$ cat src/rtl/txq_pkg.sv
// txq_pkg: shared state encodings and descriptor field positions for the
// linked-descriptor transmit queue. Assumes one word equals ADDR_W bits.
package txq_pkg;

    // Queue-level control states.
    typedef enum logic [2:0] {
        Q_IDLE,
        Q_FETCH,
        Q_REFETCH,
        Q_ISSUE,
        Q_WAIT_DONE
    } q_state_t;

    // Two-beat descriptor reader states.
    typedef enum logic [1:0] {
        F_IDLE,
        F_REQ,
        F_RSP
    } f_state_t;

    // End-of-list flag position inside the buffer word.
    localparam int EOL_BIT = 0;

endpackage

$ cat src/rtl/txq_desc_fetch.sv
// txq_desc_fetch: reads one two-word descriptor (link word, then buffer
// word one word above it) over a request/response port with one request
// outstanding at a time. Assumes start is only pulsed while idle and
// responses return in order. Abort drops any fetch in flight.
module txq_desc_fetch
    import txq_pkg::*;
#(
    parameter int ADDR_W = 32
) (
    input  logic              clk,
    input  logic              rst_n,
    input  logic              abort,
    input  logic              start,
    input  logic [ADDR_W-1:0] base,
    output logic              req_valid,
    input  logic              req_ready,
    output logic [ADDR_W-1:0] req_addr,
    input  logic              rsp_valid,
    input  logic [ADDR_W-1:0] rsp_data,
    output logic              fetched,
    output logic [ADDR_W-1:0] link,
    output logic [ADDR_W-1:0] bufw
);

    localparam int WORD_BYTES = ADDR_W / 8;
    localparam logic [ADDR_W-1:0] BEAT1_OFS = ADDR_W'(WORD_BYTES);

    f_state_t          f_q;
    logic              beat_q;
    logic [ADDR_W-1:0] base_q;

    // Sequence request and response beats, capture the two descriptor words.
    always_ff @(posedge clk) begin
        if (!rst_n || abort) begin
            f_q     <= F_IDLE;
            beat_q  <= 1'b0;
            base_q  <= '0;
            fetched <= 1'b0;
            link    <= '0;
            bufw    <= '0;
        end else begin
            fetched <= 1'b0;
            case (f_q)
                F_IDLE: begin
                    if (start) begin
                        base_q <= base;
                        beat_q <= 1'b0;
                        f_q    <= F_REQ;
                    end
                end
                F_REQ: begin
                    if (req_ready) f_q <= F_RSP;
                end
                F_RSP: begin
                    if (rsp_valid) begin
                        if (!beat_q) begin
                            link   <= rsp_data;
                            beat_q <= 1'b1;
                            f_q    <= F_REQ;
                        end else begin
                            bufw    <= rsp_data;
                            fetched <= 1'b1;
                            f_q     <= F_IDLE;
                        end
                    end
                end
                default: f_q <= F_IDLE;
            endcase
        end
    end

    // Present the request for the current beat.
    always_comb begin
        req_valid = (f_q == F_REQ);
        req_addr  = beat_q ? (base_q + BEAT1_OFS) : base_q;
    end

endmodule

$ cat src/rtl/txq_head_ptr.sv
// txq_head_ptr: head-pointer register. A software write lands only while
// the register is zero and the queue is stopped. The pointer otherwise
// moves only by following a link. The fresh flag marks a written head whose
// first descriptor has not yet been issued.
module txq_head_ptr #(
    parameter int ADDR_W = 32
) (
    input  logic              clk,
    input  logic              rst_n,
    input  logic              q_reset,
    input  logic              wr_en,
    input  logic [ADDR_W-1:0] wr_data,
    input  logic              stopped,
    input  logic              follow,
    input  logic [ADDR_W-1:0] follow_addr,
    input  logic              issued,
    output logic [ADDR_W-1:0] ptr,
    output logic              fresh
);

    logic accept;

    // Decide whether a software write is honoured.
    always_comb accept = wr_en && stopped && (ptr == '0);

    // Update pointer and fresh flag.
    always_ff @(posedge clk) begin
        if (!rst_n || q_reset) begin
            ptr   <= '0;
            fresh <= 1'b0;
        end else if (accept) begin
            ptr   <= wr_data;
            fresh <= (wr_data != '0);
        end else begin
            if (follow) ptr   <= follow_addr;
            if (issued) fresh <= 1'b0;
        end
    end

endmodule

$ cat src/rtl/txq_chain_dma.sv
// txq_chain_dma: one transmit queue walking a linked descriptor chain.
// A kick after a fresh head write starts at the head. A kick later on
// re-reads the held (last transmitted) descriptor and follows its link.
// Assumes the transmit side answers each frame_issue with one frame_done.
module txq_chain_dma
    import txq_pkg::*;
#(
    parameter int ADDR_W = 32
) (
    input  logic              clk,
    input  logic              rst_n,
    input  logic              q_reset,
    input  logic              hp_wr,
    input  logic [ADDR_W-1:0] hp_wdata,
    input  logic              kick,
    output logic [ADDR_W-1:0] hp_value,
    output logic              running,
    output logic              chain_done,
    output logic              rd_req_valid,
    input  logic              rd_req_ready,
    output logic [ADDR_W-1:0] rd_req_addr,
    input  logic              rd_rsp_valid,
    input  logic [ADDR_W-1:0] rd_rsp_data,
    output logic              frame_issue,
    output logic [ADDR_W-1:0] frame_buf,
    input  logic              frame_done
);

    localparam logic [ADDR_W-1:0] EOL_MASK = ADDR_W'(1) << EOL_BIT;

    q_state_t          st_q;
    logic              done_q;
    logic              fetch_start;
    logic [ADDR_W-1:0] fetch_base;
    logic              fetched;
    logic [ADDR_W-1:0] d_link;
    logic [ADDR_W-1:0] d_buf;
    logic              follow;
    logic              issued;
    logic              fresh;
    logic              chain_end;

    txq_head_ptr #(.ADDR_W(ADDR_W)) ptr_i (
        .clk         (clk),
        .rst_n       (rst_n),
        .q_reset     (q_reset),
        .wr_en       (hp_wr),
        .wr_data     (hp_wdata),
        .stopped     (st_q == Q_IDLE),
        .follow      (follow),
        .follow_addr (d_link),
        .issued      (issued),
        .ptr         (hp_value),
        .fresh       (fresh)
    );

    txq_desc_fetch #(.ADDR_W(ADDR_W)) fetch_i (
        .clk       (clk),
        .rst_n     (rst_n),
        .abort     (q_reset),
        .start     (fetch_start),
        .base      (fetch_base),
        .req_valid (rd_req_valid),
        .req_ready (rd_req_ready),
        .req_addr  (rd_req_addr),
        .rsp_valid (rd_rsp_valid),
        .rsp_data  (rd_rsp_data),
        .fetched   (fetched),
        .link      (d_link),
        .bufw      (d_buf)
    );

    // A descriptor ends the chain on a null link or a set end-of-list bit.
    always_comb chain_end = (d_link == '0) || ((d_buf & EOL_MASK) != '0);

    // Fetch launches, pointer follow and issue marking per state.
    always_comb begin
        fetch_start = 1'b0;
        fetch_base  = hp_value;
        follow      = 1'b0;
        issued      = 1'b0;
        case (st_q)
            Q_IDLE: begin
                if (kick && (fresh || hp_value != '0)) fetch_start = 1'b1;
            end
            Q_ISSUE: issued = 1'b1;
            Q_WAIT_DONE: begin
                if (frame_done && !chain_end) begin
                    follow      = 1'b1;
                    fetch_start = 1'b1;
                    fetch_base  = d_link;
                end
            end
            Q_REFETCH: begin
                if (fetched && !chain_end) begin
                    follow      = 1'b1;
                    fetch_start = 1'b1;
                    fetch_base  = d_link;
                end
            end
            default: ;
        endcase
    end

    // Queue state sequencing and the stop pulse.
    always_ff @(posedge clk) begin
        if (!rst_n || q_reset) begin
            st_q   <= Q_IDLE;
            done_q <= 1'b0;
        end else begin
            done_q <= 1'b0;
            case (st_q)
                Q_IDLE: begin
                    if (kick && fresh)                st_q <= Q_FETCH;
                    else if (kick && hp_value != '0)  st_q <= Q_REFETCH;
                end
                Q_FETCH: begin
                    if (fetched) st_q <= Q_ISSUE;
                end
                Q_ISSUE: st_q <= Q_WAIT_DONE;
                Q_WAIT_DONE: begin
                    if (frame_done) begin
                        if (chain_end) begin
                            st_q   <= Q_IDLE;
                            done_q <= 1'b1;
                        end else begin
                            st_q <= Q_FETCH;
                        end
                    end
                end
                Q_REFETCH: begin
                    if (fetched) begin
                        if (chain_end) begin
                            st_q   <= Q_IDLE;
                            done_q <= 1'b1;
                        end else begin
                            st_q <= Q_FETCH;
                        end
                    end
                end
                default: st_q <= Q_IDLE;
            endcase
        end
    end

    // Drive the status and transmit-side outputs.
    always_comb begin
        running     = (st_q != Q_IDLE);
        chain_done  = done_q;
        frame_issue = (st_q == Q_ISSUE);
        frame_buf   = d_buf & ~EOL_MASK;
    end

endmodule

$ cat config.mk
export PLATFORM = sky130hd
export DESIGN_NAME = txq_chain_dma
export DESIGN_NICKNAME = d
export VERILOG_FILES = /design/src/rtl/txq_pkg.sv /design/src/rtl/txq_desc_fetch.sv /design/src/rtl/txq_head_ptr.sv /design/src/rtl/txq_chain_dma.sv
export SDC_FILE = /design/constraint.sdc
export NUM_CORES = 1
export LEC_CHECK = 0
export CORE_ASPECT_RATIO = 1.4
export CORE_UTILIZATION = 52
export CTS_CLUSTER_DIAMETER = 40
export DETAILED_ROUTE_END_ITERATION = 10
export PLACE_DENSITY_LB_ADDON = 0.2
export RECOVER_POWER = 100
export SETUP_SLACK_MARGIN = 0.05
export SYNTH_ARGS = -nofsm -noshare
export SYNTH_HDL_FRONTEND = slang
export SYNTH_SLANG_ARGS = --single-unit
$ cat constraint.sdc
create_clock -name clk -period 4.6 [get_ports clk]
set_clock_uncertainty 0.1 [all_clocks]
set_input_delay 1.38 -clock clk [delete_from_list [all_inputs] [get_ports clk]]
set_output_delay 1.38 -clock clk [all_outputs]
set_load 0.005 [all_outputs]
==> qor.csv <==
metric,value,unit
result of the run,finished with violations,
violated checks,"capacitance limit, slew limit",
ordered cell list for the critical path,and4_1 -> nand4_1 -> nor2_1 -> nand3_1 -> xnor2_1 -> dlygate4sd3_1,
Peak VDD IR,0.000409,V
global router's overall resource usage,0.300,
Final Cycle Share,0.937,
Final Wtd Congestion,0.914,
Post-Syn Instances,743,
GRT overflow,0,
stage delay of the slowest cell on the critical path,580,ps
clock buffer depth,2,
clock slew seen by the registers of the worst setup and hold paths,60,ps
share of final-layout standard cells stronger than drive strength 1,0.0563,
footprint of the flip-flops and latches,2740,µm²
Diodes inserted,0,
endpoint type of the worst setup path,output port,
die width,93.9,µm
worst-skew pair later-pin latency,420,ps
"reg-to-reg slack, setup",1460,ps
violation count after the first detailed-routing iteration,356,
RR Startpoint,fetch_i.link[25],
total of buffers placed on input and output ports,170,
number of buffers added to fix hold violations after cts,0,
Site Rows,46,
number of top-level design ports,172,
routed length per instance,17.5,µm
first-pass GRT wire length,28400,µm
sequential element share of the synthesized area,0.446,
highest clock frequency the design can meet,232,MHz
HP Start,fetch_i.bufw[21],
Rel. slew slack,-0.0974,
antenna violations before repair,0,
htree depth,4,
power density over cell area,565,nW/µm²
Multi-input gate area,2920,µm²
Resized Gates After CTS,0,
Worst setup SP type,flip-flop,
predominant post-synthesis flop cell,sky130_fd_sc_hd__dfxtp_1,
area of the mapped netlist,6150,µm²
count of endpoints failing hold in the final timing report,0,
DIE HEIGHT,131,µm
unrepaired setup endpoints after global routing,no,
number of nets in the final layout,932,
post-route worst hold slack,350,ps
leakage power summed over all cells,3.44,nW
Worst Path Required,3120,ps
cell at the root of the clock tree,sky130_fd_sc_hd__clkbuf_16,
Hold Path Sink,fetch_i.bufw[21],
Floorplan Core Area,11400,µm²
top fanout value on the critical path,9,
Yosys reg bits,137,
fillers,877,
end of the worst register-to-register path,ptr_i.ptr[26],
buffers inserted during post-CTS setup optimization,0,
area of the die,12300,µm²
transition time at the pin with the least slew margin,1650,ps
Yosys warning count,0,
pin count of the biggest net entering global routing,67,
count of cell types in the netlist,45,
slowest stage cell on the critical path,sky130_fd_sc_hd__dlygate4sd3_1,
growth of design area from synthesis to finish,35.2,%
Inserted Clock Buffers,17,
via total after detailed routing,5861,
Max-cap violations,1,
accumulated negative setup slack,0,ps
r2r worst-path depth,6,
number of enable-type register cells in the synthesized netlist,0,
Critical Path AT,2830,ps
final critical-path required period,4310,ps
Initial Utilization,0.540,
Antenna Violating Nets Remaining,0,
number of setup violations in the final report,0,
wire length reported by the detailed router,17700,µm
Sink Count,137,
Hold Path Depth,2,
via count of the first global-routing pass,5698,
Max Slew Vio Count,37,
ratio of routed vias to standard cells,5.77,
estimated wirelength of the detail-placed design,12900,µm
first drt pass iteration count,5,
Crit Path Class,flip-flop to output port,
Hold WC Path Type,flip-flop to flip-flop,
most used cells in the layout excluding fill and tap cells,"sky130_fd_sc_hd__nand2_1 (175), sky130_fd_sc_hd__dfxtp_1 (137), sky130_fd_sc_hd__a21oi_1 (132)",
fraction of registers with async set/reset,0,
# DRC,0,
Post-Synthesis Mean Instance Area,8.28,µm²
TritonCTS clock tree,done,
total nets after synthesis,816,
"commonest non-fill, non-tap cell in the layout",sky130_fd_sc_hd__nand2_1,
## power breakdown
part	internal, W	switching (W)	leakage, nW
registers	0.00133	0.000139	1.11
clock network	0.00108	0.000497	0.337
logic	0.000622	0.00102	2.00
## worst max-delay path by stage
stage	start	endpoint	slack, ps	cells after the start
after global placement	fetch_i.beat_q	rd_req_addr[22]	870	6
after CTS	fetch_i.beat_q	rd_req_addr[22]	290	6
after floorplan	fetch_i.beat_q	rd_req_addr[31]	1460	6
final	fetch_i.beat_q	rd_req_addr[24]	290	6
after detailed placement	fetch_i.beat_q	rd_req_addr[22]	730	6
after global routing	fetch_i.beat_q	rd_req_addr[21]	60	7
## critical path, delay by kind of cell, from the launching register on
family / cells / cell delay, ps
simple gates: 4 / 1170
buf+inv: 1 / 580
flops: 1 / 510
xor+xnor: 1 / 150
## kinds of logic after synthesis
kind of cell             synth area share
AO/OA/AOI/OAI                       0.174
XOR/XNOR                           0.0427
adder cells (fa/ha/maj)           0.00203
buffers and inverters              0.0834
flip-flops                          0.446
multiplexers                       0.0555
other                            0.000610
AND/OR/NAND/NOR                     0.196
## sequential cells by signal, indices dropped and copies added, names as in the netlist, 2 cells and up
name            count
fetch_i.bufw       32
fetch_i.base_q     32
fetch_i.f_q         2
st_q                3
fetch_i.link       32
ptr_i.ptr          32
## per-stage QoR
stage               cells  power, W  worst slack, ps  area [µm²]   util
floorplan             743   0.00258             1460        6150      -
global placement      984   0.00312              870        7650  0.672
detailed placement    984   0.00315              735        7650  0.672
CTS                  1015   0.00474              289        8340  0.732
global route         1015   0.00492             56.1        8310  0.729
finish               1015   0.00469              292        8310  0.729
## synthesized netlist by cell type (5+ instances only)
master                       n  area [µm²]
sky130_fd_sc_hd__and4_1      6        52.6
sky130_fd_sc_hd__nand4_1    14        87.6
sky130_fd_sc_hd__buf_6       7        78.8
sky130_fd_sc_hd__dfxtp_1   137        2740
sky130_fd_sc_hd__xnor2_1    24         210
sky130_fd_sc_hd__nand2_1   175         657
sky130_fd_sc_hd__xor2_1      6        52.6
sky130_fd_sc_hd__nor4_1     24         150
sky130_fd_sc_hd__buf_4      34         255
sky130_fd_sc_hd__nand3_1     9        45.0
sky130_fd_sc_hd__mux2i_1    33         330
sky130_fd_sc_hd__clkbuf_1   39         146
sky130_fd_sc_hd__o31ai_1    33         248
sky130_fd_sc_hd__nor2_1     15        56.3
sky130_fd_sc_hd__a21oi_1   132         661
sky130_fd_sc_hd__inv_1       5        18.8
## cell type report
class                      instances  area share
multi-input combinational        518       0.351
sequential                       137       0.330
timing repair buffer             180       0.212
clock buffer                      19      0.0533
clock inverter                    12      0.0297
tap                              144      0.0217
inverter                           5     0.00226
## layer usage
metal,wire length (µm),part of all wire,GRT usage
met5,0,0,0
met4,471,0.027,0.130
met3,1120,0.063,0.0718
met2,8920,0.50,0.500
met1,7230,0.41,0.369
No activity file was read; power rests on OpenSTA's default activity.
